[src/rtl/mdl_pkg.sv]
package mdl_pkg;

  localparam int HDR_BYTES = 8;
  localparam int SUM_W     = 16;

  // byte positions inside the header register
  localparam int HB_ID   = 0;
  localparam int HB_ADDR = 1;
  localparam int HB_CNT  = 3;
  localparam int HB_SUM  = 5;

  localparam logic SEL_HDR  = 1'b0;
  localparam logic SEL_DATA = 1'b1;

  localparam int PROG_ID = 0;

  typedef struct packed {
    logic [7:0]  mem_id;
    logic [15:0] start;
    logic [15:0] count;
    logic [15:0] csum;
  } hdr_t;

  typedef enum logic [2:0] {
    ST_IDLE,
    ST_PAYLOAD,
    ST_SUM_HI,
    ST_SUM_LO,
    ST_ENDED
  } seq_state_e;

endpackage

[src/rtl/mdl_hdr_asm.sv]
module mdl_hdr_asm
  import mdl_pkg::*;
(
  input  logic       clk,
  input  logic       rst_n,
  input  logic       wr_en,
  input  logic [7:0] byte_i,
  output logic       done,
  output hdr_t       hdr_o
);

  localparam int IDX_W = $clog2(HDR_BYTES);
  localparam logic [IDX_W-1:0] LAST_IDX = IDX_W'(HDR_BYTES - 1);

  logic [IDX_W-1:0] idx_q, idx_d;
  logic [7:0]       bytes [HDR_BYTES-1];

  always_comb begin
    if (idx_q == LAST_IDX) idx_d = '0;
    else                   idx_d = idx_q + IDX_W'(1);
  end

  always_ff @(posedge clk or negedge rst_n) begin
    if (!rst_n)     idx_q <= '0;
    else if (wr_en) idx_q <= idx_d;
  end

  // one capture register per stored header byte; the last byte is not kept
  for (genvar k = 0; k < HDR_BYTES - 1; k++) begin : g_byte
    logic       cap;
    logic [7:0] b_q;
    assign cap = wr_en && (idx_q == IDX_W'(k));
    always_ff @(posedge clk or negedge rst_n) begin
      if (!rst_n)   b_q <= '0;
      else if (cap) b_q <= byte_i;
    end
    assign bytes[k] = b_q;
  end

  assign done = wr_en && (idx_q == LAST_IDX);

  assign hdr_o.mem_id = bytes[HB_ID];
  assign hdr_o.start  = {bytes[HB_ADDR], bytes[HB_ADDR+1]};
  assign hdr_o.count  = {bytes[HB_CNT],  bytes[HB_CNT+1]};
  assign hdr_o.csum   = {bytes[HB_SUM],  bytes[HB_SUM+1]};

  p_idx_wrap_r1: assert property (@(posedge clk) disable iff (!rst_n)
    (wr_en && idx_q == LAST_IDX) |=> (idx_q == '0));

  p_idx_hold_r1: assert property (@(posedge clk) disable iff (!rst_n)
    !wr_en |=> $stable(idx_q));

endmodule

[src/rtl/mdl_csum.sv]
module mdl_csum #(
  parameter int SUM_W = 16
) (
  input  logic             clk,
  input  logic             rst_n,
  input  logic             clr,
  input  logic             add,
  input  logic [7:0]       byte_i,
  output logic [SUM_W-1:0] acc_o
);

  logic [SUM_W-1:0] acc_q, acc_d;

  always_comb begin
    if (clr) acc_d = '0;
    else     acc_d = acc_q + SUM_W'(byte_i);
  end

  always_ff @(posedge clk or negedge rst_n) begin
    if (!rst_n)          acc_q <= '0;
    else if (clr || add) acc_q <= acc_d;
  end

  assign acc_o = acc_q;

  p_sum_clear_r4: assert property (@(posedge clk) disable iff (!rst_n)
    clr |=> (acc_o == '0));

  p_sum_idle_r4: assert property (@(posedge clk) disable iff (!rst_n)
    (!clr && !add) |=> $stable(acc_o));

endmodule

[src/rtl/mdl_load_seq.sv]
module mdl_load_seq
  import mdl_pkg::*;
#(
  parameter int ADDR_W  = 12,
  parameter int NUM_MEM = 2,
  localparam int ID_W   = (NUM_MEM > 1) ? $clog2(NUM_MEM) : 1
) (
  input  logic               clk,
  input  logic               rst_n,
  input  logic               hdr_wr,
  input  logic               hdr_done,
  input  hdr_t               hdr_i,
  input  logic               data_wr,
  input  logic [7:0]         data_i,
  input  logic [SUM_W-1:0]   sum_i,
  output logic               sum_clr,
  output logic               sum_add,
  output logic               mem_we,
  output logic [ID_W-1:0]    mem_sel,
  output logic [ADDR_W-1:0]  mem_addr,
  output logic [7:0]         mem_wdata,
  output logic [NUM_MEM-1:0] err,
  output logic               proto_err,
  output logic               locked,
  output logic               busy,
  output logic               ended
);

  localparam logic [ID_W-1:0] PROG_SEL = ID_W'(PROG_ID);

  seq_state_e         state_q, state_d;
  logic [ADDR_W-1:0]  addr_q, addr_d;
  logic [15:0]        remain_q, remain_d;
  logic [ID_W-1:0]    cur_q, cur_d;
  logic [SUM_W-1:0]   exp_q, exp_d;
  logic [7:0]         hi_q, hi_d;
  logic               proto_q, proto_d;
  logic               locked_q, locked_d;
  logic               we_q, we_d;
  logic [ID_W-1:0]    sel_q, sel_d;
  logic [ADDR_W-1:0]  waddr_q, waddr_d;
  logic [7:0]         wdata_q, wdata_d;
  logic [NUM_MEM-1:0] err_set, err_clr;

  logic            id_ok, id_prog, hdr_eval, start_fire, trailer_ok;
  logic [ID_W-1:0] id_idx;
  logic            unused_hdr_bits;

  assign id_idx     = hdr_i.mem_id[ID_W-1:0];
  assign id_ok      = hdr_i.mem_id < 8'(NUM_MEM);
  assign id_prog    = hdr_i.mem_id == 8'(PROG_ID);
  assign hdr_eval   = hdr_wr && hdr_done && (state_q != ST_ENDED) && (hdr_i.count != '0);
  assign start_fire = hdr_eval && id_ok && !(id_prog && locked_q);
  assign trailer_ok = ({hi_q, data_i} == sum_i) && (sum_i == exp_q);
  assign unused_hdr_bits = ^{hdr_i.start, hdr_i.mem_id};

  // next-state process
  always_comb begin
    state_d  = state_q;
    addr_d   = addr_q;
    remain_d = remain_q;
    cur_d    = cur_q;
    exp_d    = exp_q;
    hi_d     = hi_q;
    proto_d  = proto_q;
    locked_d = locked_q;
    we_d     = 1'b0;
    sel_d    = sel_q;
    waddr_d  = waddr_q;
    wdata_d  = wdata_q;
    sum_clr  = 1'b0;
    sum_add  = 1'b0;
    err_set  = '0;
    err_clr  = '0;
    if (state_q != ST_ENDED) begin
      if (hdr_wr) begin
        state_d = ST_IDLE;
        if (hdr_done) begin
          if (hdr_i.count == '0) begin
            state_d = ST_ENDED;
          end else if (!id_ok) begin
            proto_d = 1'b1;
          end else if (id_prog && locked_q) begin
            err_set[PROG_ID] = 1'b1;
          end else begin
            err_set[id_idx] = 1'b1;
            state_d  = ST_PAYLOAD;
            addr_d   = hdr_i.start[ADDR_W-1:0];
            remain_d = hdr_i.count;
            cur_d    = id_idx;
            exp_d    = hdr_i.csum;
            sum_clr  = 1'b1;
          end
        end
      end else if (data_wr) begin
        unique case (state_q)
          ST_PAYLOAD: begin
            we_d     = 1'b1;
            sel_d    = cur_q;
            waddr_d  = addr_q;
            wdata_d  = data_i;
            addr_d   = addr_q + ADDR_W'(1);
            remain_d = remain_q - 16'd1;
            sum_add  = 1'b1;
            if (remain_q == 16'd1) state_d = ST_SUM_HI;
          end
          ST_SUM_HI: begin
            hi_d    = data_i;
            state_d = ST_SUM_LO;
          end
          ST_SUM_LO: begin
            if (trailer_ok) begin
              err_clr[cur_q] = 1'b1;
              if (cur_q == PROG_SEL) locked_d = 1'b1;
            end
            state_d = ST_IDLE;
          end
          default: proto_d = 1'b1;
        endcase
      end
    end
  end

  // register process
  always_ff @(posedge clk or negedge rst_n) begin
    if (!rst_n) begin
      state_q  <= ST_IDLE;
      addr_q   <= '0;
      remain_q <= '0;
      cur_q    <= '0;
      exp_q    <= '0;
      hi_q     <= '0;
      proto_q  <= 1'b0;
      locked_q <= 1'b0;
      we_q     <= 1'b0;
    end else begin
      state_q  <= state_d;
      addr_q   <= addr_d;
      remain_q <= remain_d;
      cur_q    <= cur_d;
      exp_q    <= exp_d;
      hi_q     <= hi_d;
      proto_q  <= proto_d;
      locked_q <= locked_d;
      we_q     <= we_d;
    end
  end

  // memory port datapath, loaded only when a write is issued
  always_ff @(posedge clk or negedge rst_n) begin
    if (!rst_n) begin
      sel_q   <= '0;
      waddr_q <= '0;
      wdata_q <= '0;
    end else if (we_d) begin
      sel_q   <= sel_d;
      waddr_q <= waddr_d;
      wdata_q <= wdata_d;
    end
  end

  // one error flag per memory
  for (genvar m = 0; m < NUM_MEM; m++) begin : g_err
    logic e_q, e_d;
    always_comb begin
      if (err_set[m])      e_d = 1'b1;
      else if (err_clr[m]) e_d = 1'b0;
      else                 e_d = e_q;
    end
    always_ff @(posedge clk or negedge rst_n) begin
      if (!rst_n)                      e_q <= 1'b0;
      else if (err_set[m] || err_clr[m]) e_q <= e_d;
    end
    assign err[m] = e_q;
  end

  assign mem_we    = we_q;
  assign mem_sel   = sel_q;
  assign mem_addr  = waddr_q;
  assign mem_wdata = wdata_q;
  assign proto_err = proto_q;
  assign locked    = locked_q;
  assign busy      = (state_q == ST_PAYLOAD) || (state_q == ST_SUM_HI) || (state_q == ST_SUM_LO);
  assign ended     = (state_q == ST_ENDED);

  p_err_on_start_r3: assert property (@(posedge clk) disable iff (!rst_n)
    start_fire |=> err[$past(id_idx)]);

  p_write_follows_r2: assert property (@(posedge clk) disable iff (!rst_n)
    (data_wr && !hdr_wr && state_q == ST_PAYLOAD) |=> mem_we);

  p_we_from_payload_r2: assert property (@(posedge clk) disable iff (!rst_n)
    mem_we |-> ($past(state_q) == ST_PAYLOAD));

  p_locked_no_prog_r7: assert property (@(posedge clk) disable iff (!rst_n)
    locked |-> !(mem_we && mem_sel == PROG_SEL));

  p_ended_sticky_r8: assert property (@(posedge clk) disable iff (!rst_n)
    ended |=> (ended && $stable(err) && $stable(proto_err) && !mem_we));

  p_stray_data_r9: assert property (@(posedge clk) disable iff (!rst_n)
    (data_wr && state_q == ST_IDLE) |=> proto_err);

  p_abort_r6: assert property (@(posedge clk) disable iff (!rst_n)
    (hdr_wr && busy) |=> !mem_we);

endmodule

[src/rtl/mem_dl_ctrl.sv]
module mem_dl_ctrl
  import mdl_pkg::*;
#(
  parameter int ADDR_W     = 12,
  parameter int NUM_MEM    = 2,
  localparam int MEM_SEL_W = (NUM_MEM > 1) ? $clog2(NUM_MEM) : 1
) (
  input  logic                 clk,
  input  logic                 rst_n,
  input  logic                 reg_wr,
  input  logic                 reg_sel,
  input  logic [7:0]           reg_wdata,
  output logic                 mem_we,
  output logic [MEM_SEL_W-1:0] mem_sel,
  output logic [ADDR_W-1:0]    mem_addr,
  output logic [7:0]           mem_wdata,
  output logic [NUM_MEM-1:0]   status_mem_err,
  output logic                 status_proto_err,
  output logic                 status_prog_locked,
  output logic                 status_busy,
  output logic                 status_session_end
);

  logic [1:0]       rst_pipe_q;
  logic             rst_int_n;
  logic             hdr_en, data_en, hdr_done;
  hdr_t             hdr;
  logic             sum_clr, sum_add;
  logic [SUM_W-1:0] sum;
  logic             ended;

  // asynchronous assert, synchronous release
  always_ff @(posedge clk or negedge rst_n) begin
    if (!rst_n) rst_pipe_q <= 2'b00;
    else        rst_pipe_q <= {rst_pipe_q[0], 1'b1};
  end
  assign rst_int_n = rst_pipe_q[1];

  assign hdr_en  = reg_wr && (reg_sel == SEL_HDR)  && !ended;
  assign data_en = reg_wr && (reg_sel == SEL_DATA) && !ended;

  mdl_hdr_asm u_hdr (
    .clk    (clk),
    .rst_n  (rst_int_n),
    .wr_en  (hdr_en),
    .byte_i (reg_wdata),
    .done   (hdr_done),
    .hdr_o  (hdr)
  );

  mdl_csum #(.SUM_W(SUM_W)) u_sum (
    .clk    (clk),
    .rst_n  (rst_int_n),
    .clr    (sum_clr),
    .add    (sum_add),
    .byte_i (reg_wdata),
    .acc_o  (sum)
  );

  mdl_load_seq #(.ADDR_W(ADDR_W), .NUM_MEM(NUM_MEM)) u_seq (
    .clk       (clk),
    .rst_n     (rst_int_n),
    .hdr_wr    (hdr_en),
    .hdr_done  (hdr_done),
    .hdr_i     (hdr),
    .data_wr   (data_en),
    .data_i    (reg_wdata),
    .sum_i     (sum),
    .sum_clr   (sum_clr),
    .sum_add   (sum_add),
    .mem_we    (mem_we),
    .mem_sel   (mem_sel),
    .mem_addr  (mem_addr),
    .mem_wdata (mem_wdata),
    .err       (status_mem_err),
    .proto_err (status_proto_err),
    .locked    (status_prog_locked),
    .busy      (status_busy),
    .ended     (ended)
  );

  assign status_session_end = ended;

  p_reset_quiet_r11: assert property (@(posedge clk) disable iff (!rst_int_n)
    $rose(rst_int_n) |-> (!mem_we && status_mem_err == '0 && !status_busy));

endmodule

[config.mk]
export PLATFORM = sky130hd
export DESIGN_NAME = mem_dl_ctrl
export DESIGN_NICKNAME = d
export VERILOG_FILES = /design/src/rtl/mdl_pkg.sv /design/src/rtl/mdl_hdr_asm.sv /design/src/rtl/mdl_csum.sv /design/src/rtl/mdl_load_seq.sv /design/src/rtl/mem_dl_ctrl.sv
export SDC_FILE = /design/constraint.sdc
export NUM_CORES = 1
export LEC_CHECK = 0
export CAP_MARGIN = 20
export CORE_MARGIN = 2
export CORE_UTILIZATION = 43
export CTS_BUF_LIST = sky130_fd_sc_hd__clkbuf_2 sky130_fd_sc_hd__clkbuf_4 sky130_fd_sc_hd__clkbuf_8
export CTS_CLUSTER_DIAMETER = 120
export DETAILED_ROUTE_END_ITERATION = 8
export DONT_BUFFER_PORTS = 1
export PLACE_DENSITY = 0.56
export SLEW_MARGIN = 20
export SYNTH_ARGS = -nofsm -noshare
export SYNTH_HDL_FRONTEND = slang
export SYNTH_SLANG_ARGS = --single-unit
[constraint.sdc]
create_clock -name clk -period 5.81 [get_ports clk]
set_input_delay 0.2905 -clock clk [delete_from_list [all_inputs] [get_ports clk]]
set_output_delay 0.2905 -clock clk [all_outputs]
set_load 0.02 [all_outputs]
# --- Yosys cells after proc, flatten, opt, wreduce, memory -nomap -nowiden ---
# Cells that the tools add are included.
word_totals:
  register_bits: 155
  in_bits: 12
  out_inout_bits: 28
classes:
  n_addsub: 4
  order_cmp: 5
  n_eq_ne: 22
  muxes: 60
  bitwise: 5
  n_reduce_logical: 40
ops:
  columns: ["op", "count"]
  rows:
  - ["16-bit 2-to-1 mux", 8]
  - ["12-bit 2-to-1 mux", 7]
  - ["16-bit == test", 2]
  - ["1-bit 2-to-1 mux", 25]
  - ["3-bit 2-to-1 mux", 7]
  - ["2-bit 2-to-1 mux", 10]
  - ["6-bit AND reduction", 3]
  - ["16-bit by 8-bit adder with 16-bit output", 1]
  - ["16-bit by 1-bit == test with 1-bit output (second input constant)", 1]
  - ["1-bit logical AND", 16]
  - ["16-bit zero test", 1]
  - ["16-bit by 1-bit subtractor with 16-bit output (second input constant)", 1]
  - ["3-bit == test (second input constant)", 5]
  - ["12-bit by 1-bit adder with 12-bit output (second input constant)", 1]
  - ["3-bit by 2-bit == test with 1-bit output (second input constant)", 4]
  - ["2-bit != test (second input constant)", 5]
  - ["3-bit case mux with 3 select lines", 1]
  - ["8-bit zero test", 1]
  - ["8-bit by 2-bit < comparator with 1-bit output (second input constant)", 1]
  - ["4-bit AND reduction", 2]
  - ["2-bit nonzero test", 4]
  - ["7-bit AND reduction", 1]
  - ["3-bit by 1-bit == test with 1-bit output (second input constant)", 2]
  - ["1-bit logical OR", 5]
  - ["14 further kinds", 22]

# --- Logic depth before layout (Yosys ltp) ---
# Gate-level depths: netlist of run 1.
logic_depth:
  depth_word: 12
  ltp_mapped: 10

# --- Hierarchy ---
# From an unflattened synthesis of run 1, not the netlist that was laid out.
hier_totals:
  cells_unflattened: 770
  area_unflattened_um2: 7927.6
by_module_without_submodules:
  columns: ["mod", "n_inst", "cells_each", "area_each_um2"]
  rows:
  - ["mdl_load_seq", 1, 492, 4274.1]
  - ["mdl_hdr_asm", 1, 141, 2389.8]
  - ["mdl_csum", 1, 132, 1188.6]
  - ["mem_dl_ctrl", 1, 5, 75.1]

# --- Least setup slack after synthesis of run 1 ---
# OpenSTA, ideal clock, no wires.
synth_timing:
  path_kind: "reg-to-reg"
  startpoint: "reg u_sum.acc_q[5] (netlist: u_sum.acc_o[5])"
  endpoint: "reg u_seq.g_err[1].e_q"
  setup_ns: 0.126
  t_arrival_ns: 1.803
  slack_ns: 3.881
  path_stages_with_launch: 7
  n_path_buf: 0
  path_cell_list: "dfrtp_1 > ha_1 > nor4_1 > nand4b_1 > nor4_1 > a31oi_1 > a221o_1"
synth_via:
  elab_chain_cells: 9
synth_lines:
  columns: ["item", "line_no", "text"]
  rows:
  - ["from (decl)", "mdl_csum.sv:12", "logic [SUM_W-1:0] acc_q, acc_d;"]
  - ["from (signal assigned)", "mdl_csum.sv:20", "if (!rst_n) acc_q <= '0;"]
  - ["from (signal assigned)", "mdl_csum.sv:21", "else if (clr || add) acc_q <= acc_d;"]
  - ["16-bit == test", "mdl_load_seq.sv:54", "assign trailer_ok = ({hi_q, data_i} == sum_i) && (sum_i == exp_q);"]
  - ["1-bit logical AND *", "mdl_load_seq.sv:54", null]
  - ["2-bit 2-to-1 mux *", "mdl_load_seq.sv:112", "if (trailer_ok) begin"]
  - ["2-bit 2-to-1 mux *", "mdl_load_seq.sv:96", "unique case (state_q)"]
  - ["2-bit 2-to-1 mux *", "mdl_load_seq.sv:95", "end else if (data_wr) begin"]
  - ["2-bit 2-to-1 mux *", "mdl_load_seq.sv:76", "if (hdr_wr) begin"]
  - ["2-bit 2-to-1 mux *", "mdl_load_seq.sv:75", "if (state_q != ST_ENDED) begin"]
  - ["2-bit nonzero test (no source line) or 1-bit logical OR (tied branches)", null, null]
  - ["2-bit AND reduction (no source line) *", null, null]
  - ["to (signal assigned)", "mdl_load_seq.sv:171", "if (!rst_n) e_q <= 1'b0;"]
  - ["to (signal assigned)", "mdl_load_seq.sv:172", "else if (err_set[m] || err_clr[m]) e_q <= e_d;"]
  - ["to (decl)", "mdl_load_seq.sv:164", "logic e_q, e_d;"]
# Mark *: on every way between the ends. The rest lies on a longest branch, timed or not.
# A chain may end at the register's enable or synchronous reset.

# --- Worst setup path after layout of run 1 ---
layout_timing:
  startpoint: "reg u_hdr.g_byte[4].b_q[0]"
  endpoint: "reg u_seq.remain_q[1]"
layout_via:
  elab_chain_cells: 3
layout_lines:
  columns: ["item", "line_no", "text"]
  rows:
  - ["from (decl)", "mdl_hdr_asm.sv:31", "logic [7:0] b_q;"]
  - ["from (signal assigned)", "mdl_hdr_asm.sv:35", "else if (cap) b_q <= byte_i;"]
  - ["16-bit zero test", "mdl_load_seq.sv:79", "if (hdr_i.count == '0) begin"]
  - ["2-bit != test (no source line)", null, null]
  - ["7-bit AND reduction (no source line)", null, null]
  - ["to (signal assigned)", "mdl_load_seq.sv:139", "remain_q <= remain_d;"]
  - ["to (decl)", "mdl_load_seq.sv:33", "logic [15:0] remain_q, remain_d;"]
# Every way passes these cells.

==> impl_results.html, run 1 <==
<table>
<tr><th>Metric</th><th>Value</th></tr>
<tr><th colspan="2">Floorplanning</th></tr>
<tr><td>Count of boundary I/O pins</td><td>40</td></tr>
<tr><td>Vertical die dimension</td><td>137 um</td></tr>
<tr><td>Floorplan die width</td><td>137 um</td></tr>
<tr><td>Std cell rows</td><td>48</td></tr>
<tr><td>Core area</td><td>0.0173 mm2</td></tr>
<tr><td>Die Footprint</td><td>0.0188 mm2</td></tr>
<tr><td>Starting density of the core</td><td>0.440</td></tr>
<tr><th colspan="2">Layout</th></tr>
<tr><td>Fraction of final layout cells sized beyond drive strength 1</td><td>0.166</td></tr>
<tr><td>Layout Area Growth over Synthesis</td><td>8.29%</td></tr>
<tr><td>Final cell utilization of the core</td><td>0.476</td></tr>
<tr><td>Filler Cell Count</td><td>1624</td></tr>
<tr><td>Footprint of the flip-flops and latches</td><td>0.00388 mm2</td></tr>
<tr><td># diodes</td><td>0</td></tr>
<tr><td>Non-Filler Instances</td><td>970</td></tr>
<tr><td>Fin nets</td><td>763</td></tr>
<tr><td>Multi-input logic area</td><td>0.00346 mm2</td></tr>
<tr><th colspan="2">Global route</th></tr>
<tr><td>First-pass GRT wire length</td><td>30.1 mm</td></tr>
<tr><td>Largest net degree at the start of global routing</td><td>60</td></tr>
<tr><td>Final global-route overflow total</td><td>0</td></tr>
<tr><td>Via count of the first global-routing pass</td><td>5378</td></tr>
<tr><td>Number of antenna violations at the first check in global routing</td><td>0</td></tr>
<tr><td>Global-route total usage across every layer</td><td>0.214</td></tr>
<tr><th colspan="2">Yosys</th></tr>
<tr><td>Number of enable-type register cells in the synthesized netlist</td><td>0</td></tr>
<tr><td>Synthesized area</td><td>0.00760 mm2</td></tr>
<tr><td>Ys async rst share</td><td>1.00</td></tr>
<tr><td>Cell taking the most area after synthesis</td><td>sky130_fd_sc_hd__dfrtp_1</td></tr>
<tr><td>Post-synthesis sequential element count</td><td>155</td></tr>
<tr><td>Syn Area/Cell</td><td>10.4 um2</td></tr>
<tr><td>Top cells by area in the synthesized netlist</td><td>sky130_fd_sc_hd__dfrtp_1 (51%), sky130_fd_sc_hd__mux2_2 (9.2%), sky130_fd_sc_hd__nand2_1 (7.1%), sky130_fd_sc_hd__ha_1 (2.8%), sky130_fd_sc_hd__a21oi_1 (2.6%)</td></tr>
<tr><td>Post-Syn Nets</td><td>764</td></tr>
<tr><td>Most used flip-flop cell after synthesis</td><td>sky130_fd_sc_hd__dfrtp_1</td></tr>
<tr><td>Yosys cell types</td><td>72</td></tr>
<tr><td>Portion of the post-synthesis area used by sequential elements</td><td>0.510</td></tr>
<tr><td>Post-synth top area share</td><td>0.510</td></tr>
<tr><td>Synthesized instance count</td><td>734</td></tr>
<tr><td>Synth warn</td><td>0</td></tr>
<tr><th colspan="2">STA</th></tr>
<tr><td>Final number of setup-violating endpoints</td><td>0</td></tr>
<tr><td>Peak Freq</td><td>362 MHz</td></tr>
<tr><td>Unrepaired setup endpoints after global routing</td><td>false</td></tr>
<tr><td>Period utilisation layout</td><td>0.475</td></tr>
<tr><td>Worst setup margin</td><td>3050 ps</td></tr>
<tr><td>Count of final hold-check violations</td><td>0</td></tr>
<tr><td>Setup TNS</td><td>0 ps</td></tr>
<tr><td>Final count of pins violating max slew</td><td>0</td></tr>
<tr><td>Slew headroom</td><td>0.346</td></tr>
<tr><td>Worst Skew</td><td>16.5 ps</td></tr>
<tr><td>Clock period minus final worst setup slack</td><td>2760 ps</td></tr>
<tr><td>Transition time at the pin with the least slew margin</td><td>973 ps</td></tr>
<tr><th colspan="2">Placed design</th></tr>
<tr><td>Final Wtd Congestion</td><td>0.868</td></tr>
<tr><td>Worst setup slack before clock tree synthesis</td><td>3140 ps</td></tr>
<tr><td>Port Buf Inserts</td><td>0</td></tr>
<tr><td>Detail Placement HPWL</td><td>12.1 mm</td></tr>
<tr><td># placed instances</td><td>930</td></tr>
<tr><th colspan="2">Detailed routing</th></tr>
<tr><td>Average via count per standard cell</td><td>5.82</td></tr>
<tr><td>Drt drc</td><td>0</td></tr>
<tr><td>Wire length reported by the detailed router</td><td>18.9 mm</td></tr>
<tr><td>Total via count in the routed design</td><td>5641</td></tr>
<tr><td>Antenna Violating Nets Remaining</td><td>0</td></tr>
<tr><td>Routed wire length per instance</td><td>19.5 um</td></tr>
<tr><td>Length of the first detailed-routing pass in iterations</td><td>6</td></tr>
<tr><td>Initial detailed-routing violation count</td><td>454</td></tr>
<tr><th colspan="2">Clocking</th></tr>
<tr><td>CTS Hold Bufs</td><td>9</td></tr>
<tr><td>Clock-pin transition on the worst setup and hold timing paths</td><td>80 ps</td></tr>
<tr><td>Sinks on Clock Net</td><td>155</td></tr>
<tr><td>TritonCTS clock tree</td><td>yes</td></tr>
<tr><td>Post_cts resized</td><td>0</td></tr>
<tr><td>Inserted Clock Buffers</td><td>17</td></tr>
<tr><td>CTS H-Tree Depth</td><td>4</td></tr>
<tr><td>Clock root buffer</td><td>sky130_fd_sc_hd__clkbuf_8</td></tr>
<tr><td>Worst-case clock buffer depth</td><td>2</td></tr>
<tr><td>Post-CTS setup-driven buffer insertion count</td><td>0</td></tr>
<tr><td>Clock latency at the later pin of the worst-skew pair</td><td>460 ps</td></tr>
<tr><th colspan="2">Setup path</th></tr>
<tr><td>Max FO, Critical Path</td><td>18</td></tr>
<tr><td>Required arrival time at the worst endpoint</td><td>6160 ps</td></tr>
<tr><td>Slowest library cell on the worst path</td><td>sky130_fd_sc_hd__a31oi_2</td></tr>
<tr><td>Worst stage delay on the critical path</td><td>750 ps</td></tr>
<tr><td>CP Capture Type</td><td>register</td></tr>
<tr><td>Cells traversed along the worst timing path</td><td>nor4_1 &gt; nand4_1 &gt; a31oi_2 &gt; nor2_4 &gt; mux2_1</td></tr>
<tr><td>Critical path type</td><td>reg2reg</td></tr>
<tr><td>Startpoint types</td><td>register</td></tr>
<tr><td>Number of buffers and inverters on the critical path</td><td>0</td></tr>
<tr><td>Arrival time at the worst endpoint</td><td>3110 ps</td></tr>
<tr><td>CP top delay family</td><td>simple AND/OR/NAND/NOR gates</td></tr>
<tr><th colspan="2">Power</th></tr>
<tr><td>Peak VDD IR</td><td>171 uV</td></tr>
<tr><td>Overall power of the completed layout</td><td>3900 uW</td></tr>
<tr><td>Leakage dissipation</td><td>0.00375 uW</td></tr>
<tr><td>Power density over the cells</td><td>473 mW/mm2</td></tr>
<tr><th colspan="2">Run</th></tr>
<tr><td>Number of maximum-capacitance violations</td><td>0</td></tr>
<tr><th colspan="2">Worst hold path</th></tr>
<tr><td>Worst min path class</td><td>in2async</td></tr>
<tr><th colspan="2">Status</th></tr>
<tr><td>Run status</td><td>finished clean</td></tr>
</table>
## flip-flops by register name, summed over array words and instances, names as in the netlist, 3 cells and up
name	flops
u_seq.addr_q	12
u_seq.exp_q	16
u_seq.mem_wdata	8
u_seq.remain_q	16
u_seq.hi_q	8
u_hdr.g_byte.b_q	52
u_hdr.idx_q	3
u_sum.acc_o	16
u_seq.state_q	3
u_seq.mem_addr	12
## synthesized netlist by cell type (5+ instances only)
| cell type | instances |
|---|---|
| sky130_fd_sc_hd__clkbuf_1 | 9 |
| sky130_fd_sc_hd__nand2b_1 | 8 |
| sky130_fd_sc_hd__nand2_1 | 144 |
| sky130_fd_sc_hd__inv_1 | 13 |
| sky130_fd_sc_hd__a21o_1 | 6 |
| sky130_fd_sc_hd__xnor2_1 | 9 |
| sky130_fd_sc_hd__dfrtp_1 | 155 |
| sky130_fd_sc_hd__nor4_1 | 14 |
| sky130_fd_sc_hd__and3_1 | 10 |
| sky130_fd_sc_hd__xor2_1 | 7 |
| sky130_fd_sc_hd__nor3_1 | 13 |
| sky130_fd_sc_hd__mux2_2 | 62 |
| sky130_fd_sc_hd__o21ai_0 | 33 |
| sky130_fd_sc_hd__mux2i_1 | 9 |
| sky130_fd_sc_hd__a21oi_1 | 39 |
| sky130_fd_sc_hd__a31oi_1 | 15 |
| sky130_fd_sc_hd__ha_1 | 17 |
| sky130_fd_sc_hd__nand4_1 | 8 |
| sky130_fd_sc_hd__buf_4 | 7 |
| sky130_fd_sc_hd__o22ai_1 | 14 |
| sky130_fd_sc_hd__or3_1 | 6 |
| sky130_fd_sc_hd__o2bb2ai_1 | 5 |
| sky130_fd_sc_hd__nor2_1 | 31 |
| sky130_fd_sc_hd__o31ai_1 | 6 |
| sky130_fd_sc_hd__nand3_1 | 10 |
| sky130_fd_sc_hd__buf_2 | 9 |
## worst paths after layout
check,slack (ps),startpoint,depth (start not counted),end
setup / recovery,3050,u_hdr.g_byte[4].b_q[0]$_DFFE_PN0P_,5,u_seq.remain_q[1]$_DFFE_PN0P_
hold / removal,50,rst_n,1,rst_pipe_q[1]$_DFF_PN0_
setup reg to reg,3050,u_hdr.g_byte[4].b_q[0]$_DFFE_PN0P_,5,u_seq.remain_q[1]$_DFFE_PN0P_
hold reg to reg,360,rst_pipe_q[1]$_DFF_PN0_,0,u_seq.proto_err$_DFFE_PN0P_
max in group asynchronous,4260,rst_pipe_q[1]$_DFF_PN0_,1,u_seq.exp_q[10]$_DFFE_PN0P_
min in group clk,130,reg_wr,2,u_seq.proto_err$_DFFE_PN0P_
## layout make-up
cell class | instances | share of cell area
inverters | 15 | 0.00684
multi-input cells | 531 | 0.420
well taps | 225 | 0.0342
repair buffers | 13 | 0.0146
clock inverters | 11 | 0.0205
clock buffers | 20 | 0.0327
flip-flops and latches | 155 | 0.471
## cells by family (layout without fill, tap and decap cells)
kind of cell,Yosys count,count (layout),share of synthesized area
simple gates,277,277,0.178
buf+inv,48,59,0.0355
fa+ha+maj,18,18,0.0306
flops,155,155,0.510
other cells,1,1,0.000493
compound gates,147,147,0.122
xor+xnor,16,16,0.0184
mux,72,72,0.105
## report_power, final
part	internal (uW)	leakage [uW]	switching [uW]
registers	1490	0.00195	444
clock network	493	0.000222	405
logic	510	0.00158	555
total	2490	0.00375	1400
## stage by stage
stage / hold slack, ps / instance area [um2]
after floorplan: -5.09 / 7600
final: 50.5 / 8240
after detailed placement: -5.03 / 7710
after global routing: 21.5 / 8240
after global placement: -5.03 / 7710
after CTS: 27.6 / 8230
## layer usage
layer,global-route usage,routed length (um)
met5,0,0
met4,0.0802,408
met3,0.0659,1360
met2,0.313,8410
met1,0.297,8720
## cells in the final DEF (no fill, tap or decap), drive strengths merged, types with 2 or more instances in the layout
master and count:
mux2 63, o211ai 4, nor4 16, or3b 2, dlygate4sd3 9, nand3 14
clkinv 6, dfrtp 155, a31oi 16, o21ai 36, buf 4, a21oi 39
o22ai 14, clkbuf 20, xor2 7, nand4b 3, a211oi 4, inv 15
xnor2 9, and4 2, and3 11, nand2b 8, or4 3, o31ai 6
o2bb2ai 5, nor2 33, nand4 8, a31o 3, nand2 148, nor3 14
mux2i 9, or3 6, a2bb2oi 4, bufinv 4, a21o 6, ha 17
and2 2, nor2b 2
## worst reg2reg max path, cell delays in order (launching register included)
cell and delay (ps):
sky130_fd_sc_hd__dfrtp_1 410, sky130_fd_sc_hd__nor4_1 450, sky130_fd_sc_hd__nand4_1 400, sky130_fd_sc_hd__a31oi_2 750, sky130_fd_sc_hd__nor2_4 270, sky130_fd_sc_hd__mux2_1 380
No activity file was read; power rests on OpenSTA's default activity.
==> run 2: changes to the inputs <==
--- a/config.mk
+++ b/config.mk
@@ -5,6 +5,7 @@
 export SDC_FILE = /design/constraint.sdc
 export NUM_CORES = 1
 export LEC_CHECK = 0
+export ABC_AREA = 1
 export CAP_MARGIN = 20
 export CORE_MARGIN = 2
 export CORE_UTILIZATION = 43
==> constraint.sdc (replaced) <==
create_clock -name clk -period 2.9 [get_ports clk]
set_input_delay 0.145 -clock clk [delete_from_list [all_inputs] [get_ports clk]]
set_output_delay 0.145 -clock clk [all_outputs]
set_load 0.02 [all_outputs]
==> run 2 against run 1 <==
Against the previous run:
- die area up 3.6%
- via count increased by 15%
- critical path type unchanged
- cell area is 3.9% higher
- cell count up 32%
- global-route usage up 0.46 points
- sequential share of layout area fell by 1.8 points
- clock skew increased by 4.7 ps
- non-clock buffer count decreased by 1
==> impl_results.html, run 2 <==
<table>
<tr><th>Metric</th><th>Value</th></tr>
<tr><th colspan="2">Status</th></tr>
<tr><td>Run status</td><td>finished clean</td></tr>
<tr><th colspan="2">Layout</th></tr>
<tr><td>Fraction of final layout cells sized beyond drive strength 1</td><td>0.0542</td></tr>
<tr><td>Footprint of the flip-flops and latches</td><td>0.00388 mm2</td></tr>
<tr><td>Most frequent standard cell in the layout excluding fill and tap cells</td><td>sky130_fd_sc_hd__nand2_1</td></tr>
<tr><td>Max FFs per register</td><td>52</td></tr>
<tr><td>Register with the most flip-flops</td><td>u_hdr.g_byte.b_q</td></tr>
<tr><td>Multi-input logic area</td><td>0.00337 mm2</td></tr>
<tr><td># diodes</td><td>0</td></tr>
<tr><td>Fin nets</td><td>1069</td></tr>
<tr><td>Filler Cell Count</td><td>1820</td></tr>
<tr><td>Layout Area Growth over Synthesis</td><td>8.51%</td></tr>
<tr><td>Leading cell types in the layout, fill and taps excluded</td><td>sky130_fd_sc_hd__nand2_1 (368), sky130_fd_sc_hd__dfrtp_1 (154), sky130_fd_sc_hd__o21ai_0 (141)</td></tr>
<tr><td>Final cell utilization of the core</td><td>0.476</td></tr>
<tr><th colspan="2">Detailed routing</th></tr>
<tr><td>Average via count per standard cell</td><td>5.05</td></tr>
<tr><td>Routed wire length per instance</td><td>15.5 um</td></tr>
<tr><td>Antenna Violating Nets Remaining</td><td>0</td></tr>
<tr><td>Initial detailed-routing violation count</td><td>518</td></tr>
<tr><td>Length of the first detailed-routing pass in iterations</td><td>5</td></tr>
<tr><td>Drt drc</td><td>0</td></tr>
<tr><td>Wire length reported by the detailed router</td><td>19.9 mm</td></tr>
<tr><td>Total via count in the routed design</td><td>6467</td></tr>
<tr><th colspan="2">Yosys</th></tr>
<tr><td>Synthesized instance count</td><td>1041</td></tr>
<tr><td>Top cells by area in the synthesized netlist</td><td>sky130_fd_sc_hd__dfrtp_1 (49%), sky130_fd_sc_hd__nand2_1 (18%), sky130_fd_sc_hd__o21ai_0 (8.9%), sky130_fd_sc_hd__inv_1 (5.7%), sky130_fd_sc_hd__nand3_1 (4.2%)</td></tr>
<tr><td>Most instantiated library cell after synthesis</td><td>sky130_fd_sc_hd__nand2_1</td></tr>
<tr><td>Post-Syn Nets</td><td>1071</td></tr>
<tr><td>Number of enable-type register cells in the synthesized netlist</td><td>0</td></tr>
<tr><td>Synth warn</td><td>0</td></tr>
<tr><td>Synthesized area</td><td>0.00789 mm2</td></tr>
<tr><td>Syn Area/Cell</td><td>7.57 um2</td></tr>
<tr><td>Cell taking the most area after synthesis</td><td>sky130_fd_sc_hd__dfrtp_1</td></tr>
<tr><td>Post-synth top area share</td><td>0.492</td></tr>
<tr><td>Post-synthesis sequential element count</td><td>155</td></tr>
<tr><td>Portion of the post-synthesis area used by sequential elements</td><td>0.492</td></tr>
<tr><td>Post-synth top cells</td><td>sky130_fd_sc_hd__nand2_1 (369), sky130_fd_sc_hd__dfrtp_1 (155), sky130_fd_sc_hd__o21ai_0 (141)</td></tr>
<tr><td>Most used flip-flop cell after synthesis</td><td>sky130_fd_sc_hd__dfrtp_1</td></tr>
<tr><td>Yosys cell types</td><td>29</td></tr>
<tr><td>Ys async rst share</td><td>1.00</td></tr>
<tr><th colspan="2">STA</th></tr>
<tr><td>Peak Freq</td><td>428 MHz</td></tr>
<tr><td>Worst setup margin</td><td>565 ps</td></tr>
<tr><td>Setup TNS</td><td>0 ps</td></tr>
<tr><td>Slew headroom</td><td>0.602</td></tr>
<tr><td>Unrepaired setup endpoints after global routing</td><td>false</td></tr>
<tr><td>Transition time at the pin with the least slew margin</td><td>595 ps</td></tr>
<tr><td>Final number of setup-violating endpoints</td><td>0</td></tr>
<tr><td>Final count of pins violating max slew</td><td>0</td></tr>
<tr><td>Worst Skew</td><td>21.3 ps</td></tr>
<tr><td>Period utilisation layout</td><td>0.805</td></tr>
<tr><td>Clock period minus final worst setup slack</td><td>2340 ps</td></tr>
<tr><td>Count of final hold-check violations</td><td>0</td></tr>
<tr><th colspan="2">Clocking</th></tr>
<tr><td>Clock latency at the later pin of the worst-skew pair</td><td>460 ps</td></tr>
<tr><td>Worst-case clock buffer depth</td><td>2</td></tr>
<tr><td>Sinks on Clock Net</td><td>155</td></tr>
<tr><td>CTS H-Tree Depth</td><td>4</td></tr>
<tr><td>Inserted Clock Buffers</td><td>17</td></tr>
<tr><td>TritonCTS clock tree</td><td>yes</td></tr>
<tr><td>Clock-pin transition on the worst setup and hold timing paths</td><td>90 ps</td></tr>
<tr><td>Clock root buffer</td><td>sky130_fd_sc_hd__clkbuf_8</td></tr>
<tr><th colspan="2">Setup path</th></tr>
<tr><td>Cells traversed along the worst timing path</td><td>inv_2 &gt; nand3_2 &gt; nand3_4 &gt; inv_2 &gt; nand3_1 &gt; o21ai_0</td></tr>
<tr><td>Critical path type</td><td>reg2reg</td></tr>
<tr><td>Arrival time at the worst endpoint</td><td>2700 ps</td></tr>
<tr><td>Number of buffers and inverters on the critical path</td><td>2</td></tr>
<tr><td>Max FO, Critical Path</td><td>36</td></tr>
<tr><td>Slowest library cell on the worst path</td><td>sky130_fd_sc_hd__nand3_1</td></tr>
<tr><td>Worst setup path startpoint</td><td>u_seq.state_q[1]$_DFFE_PN0P_</td></tr>
<tr><td>Worst reg2reg path startpoint</td><td>u_seq.state_q[1]$_DFFE_PN0P_</td></tr>
<tr><td>Startpoint types</td><td>register</td></tr>
<tr><td>CP top delay family</td><td>simple AND/OR/NAND/NOR gates</td></tr>
<tr><td>Most frequent CP cell</td><td>sky130_fd_sc_hd__inv_2</td></tr>
<tr><td>Worst stage delay on the critical path</td><td>510 ps</td></tr>
<tr><td>Required arrival time at the worst endpoint</td><td>3260 ps</td></tr>
<tr><td>CP Capture Type</td><td>register</td></tr>
<tr><th colspan="2">Floorplanning</th></tr>
<tr><td>Die Footprint</td><td>0.0194 mm2</td></tr>
<tr><td>Vertical die dimension</td><td>139 um</td></tr>
<tr><td>Count of boundary I/O pins</td><td>40</td></tr>
<tr><td>Core area</td><td>0.0180 mm2</td></tr>
<tr><td>Std cell rows</td><td>49</td></tr>
<tr><td>Starting density of the core</td><td>0.439</td></tr>
<tr><td>Floorplan die width</td><td>139 um</td></tr>
<tr><th colspan="2">Global route</th></tr>
<tr><td>First-pass GRT wire length</td><td>33.4 mm</td></tr>
<tr><td>Number of antenna violations at the first check in global routing</td><td>0</td></tr>
<tr><td>GR met2 Demand/Resource</td><td>0.329</td></tr>
<tr><td>Final global-route overflow total</td><td>0</td></tr>
<tr><td>Met1 Use GR</td><td>0.318</td></tr>
<tr><td>Layer with the highest usage</td><td>met2</td></tr>
<tr><td>Global-route total usage across every layer</td><td>0.218</td></tr>
<tr><td>Via count of the first global-routing pass</td><td>6317</td></tr>
<tr><td>Global-route track usage on met3</td><td>0.0482</td></tr>
<tr><td>Largest net degree at the start of global routing</td><td>53</td></tr>
<tr><th colspan="2">Run</th></tr>
<tr><td>Number of maximum-capacitance violations</td><td>0</td></tr>
<tr><th colspan="2">Power</th></tr>
<tr><td>Peak VDD IR</td><td>443 uV</td></tr>
<tr><td>Leakage dissipation</td><td>0.00437 uW</td></tr>
<tr><td>Power density over the cells</td><td>960 mW/mm2</td></tr>
<tr><td>Overall power of the completed layout</td><td>8220 uW</td></tr>
<tr><th colspan="2">Placed design</th></tr>
<tr><td>Detail Placement HPWL</td><td>13.8 mm</td></tr>
<tr><td>Final Wtd Congestion</td><td>0.861</td></tr>
<tr><td>Worst setup slack before clock tree synthesis</td><td>532 ps</td></tr>
<tr><td>Port Buf Inserts</td><td>0</td></tr>
<tr><th colspan="2">Worst hold path</th></tr>
<tr><td>HP Start</td><td>reg_wr</td></tr>
<tr><td>Worst min path class</td><td>in2reg</td></tr>
</table>
==> run 2: cell count changes in the layout (fill, tap and decap cells not counted), sizes merged, moves of 40 or more <==
cell   delta
o21ai   +105
nand2   +222
inv     +117
nor2     +40
mux2     -63
nand3    +56
==> run 2: area by class of cell <==
cell class	count	share of cell area
Clock buffer	18	0.0282
Clock inverter	14	0.0228
Inverter	122	0.0535
Multi-Input combinational cell	731	0.394
Sequential cell	155	0.454
Tap cell	229	0.0335
Timing Repair Buffer	12	0.0140
==> run 2: what timing repair did <==
| item | 4_1_cts | 5_1_grt |
|---|---|---|
| setup buffers | 0 | 0 |
| endpoints found under the hold margin | 2 | 0 |
| gates resized for setup | 0 | 0 |
| hold buffers | 2 | 0 |
==> run 2: power by group <==
group / internal (uW) / switching [uW]
Combinational: 932 / 1630
Sequential: 2990 / 833
Clock: 903 / 929
Total: 4820 / 3400
==> run 2: worst paths after layout <==
path	endpoint	slack, ps	cells after the start
max in group asynchronous	u_seq.exp_q[12]$_DFFE_PN0P_	1660	1
hold / removal	u_seq.proto_err$_DFFE_PN0P_	20	4
min in group asynchronous	u_seq.mem_addr[2]$_DFFE_PN0P_	340	0
hold reg to reg	u_seq.mem_addr[2]$_DFFE_PN0P_	340	0
setup reg to reg	u_hdr.g_byte[5].b_q[5]$_DFFE_PN0P_	560	6
setup / recovery	u_hdr.g_byte[5].b_q[5]$_DFFE_PN0P_	560	6
==> run 2: kinds of logic after synthesis <==
logic type | share of synthesized area
other cells | 0.000476
xor+xnor | 0.0111
buf+inv | 0.0808
fa+ha+maj | 0.0295
flops | 0.492
simple gates | 0.285
compound gates | 0.101
==> run 2: stage by stage <==
step	cell area, um2	cells	hold slack [ps]
floorplan	7890	1041	-151
detailed placement	8100	1247	-151
finish	8560	1281	24.0
CTS	8560	1281	9.14
global placement	8100	1247	-151
global route	8560	1281	6.94
==> run 2: per-layer routing <==
metal	wire, um	share of wire
met4	297	0.015
met5	0	0
met1	9910	0.50
met2	8550	0.43
met3	1130	0.057
==> run 2: worst register-to-register path: cells and delay by family, from the launching register on <==
family,cells,cell delay [ps]
AO/OA/AOI/OAI,1,340
buffers and inverters,2,480
flip-flops,1,420
AND/OR/NAND/NOR,3,1000
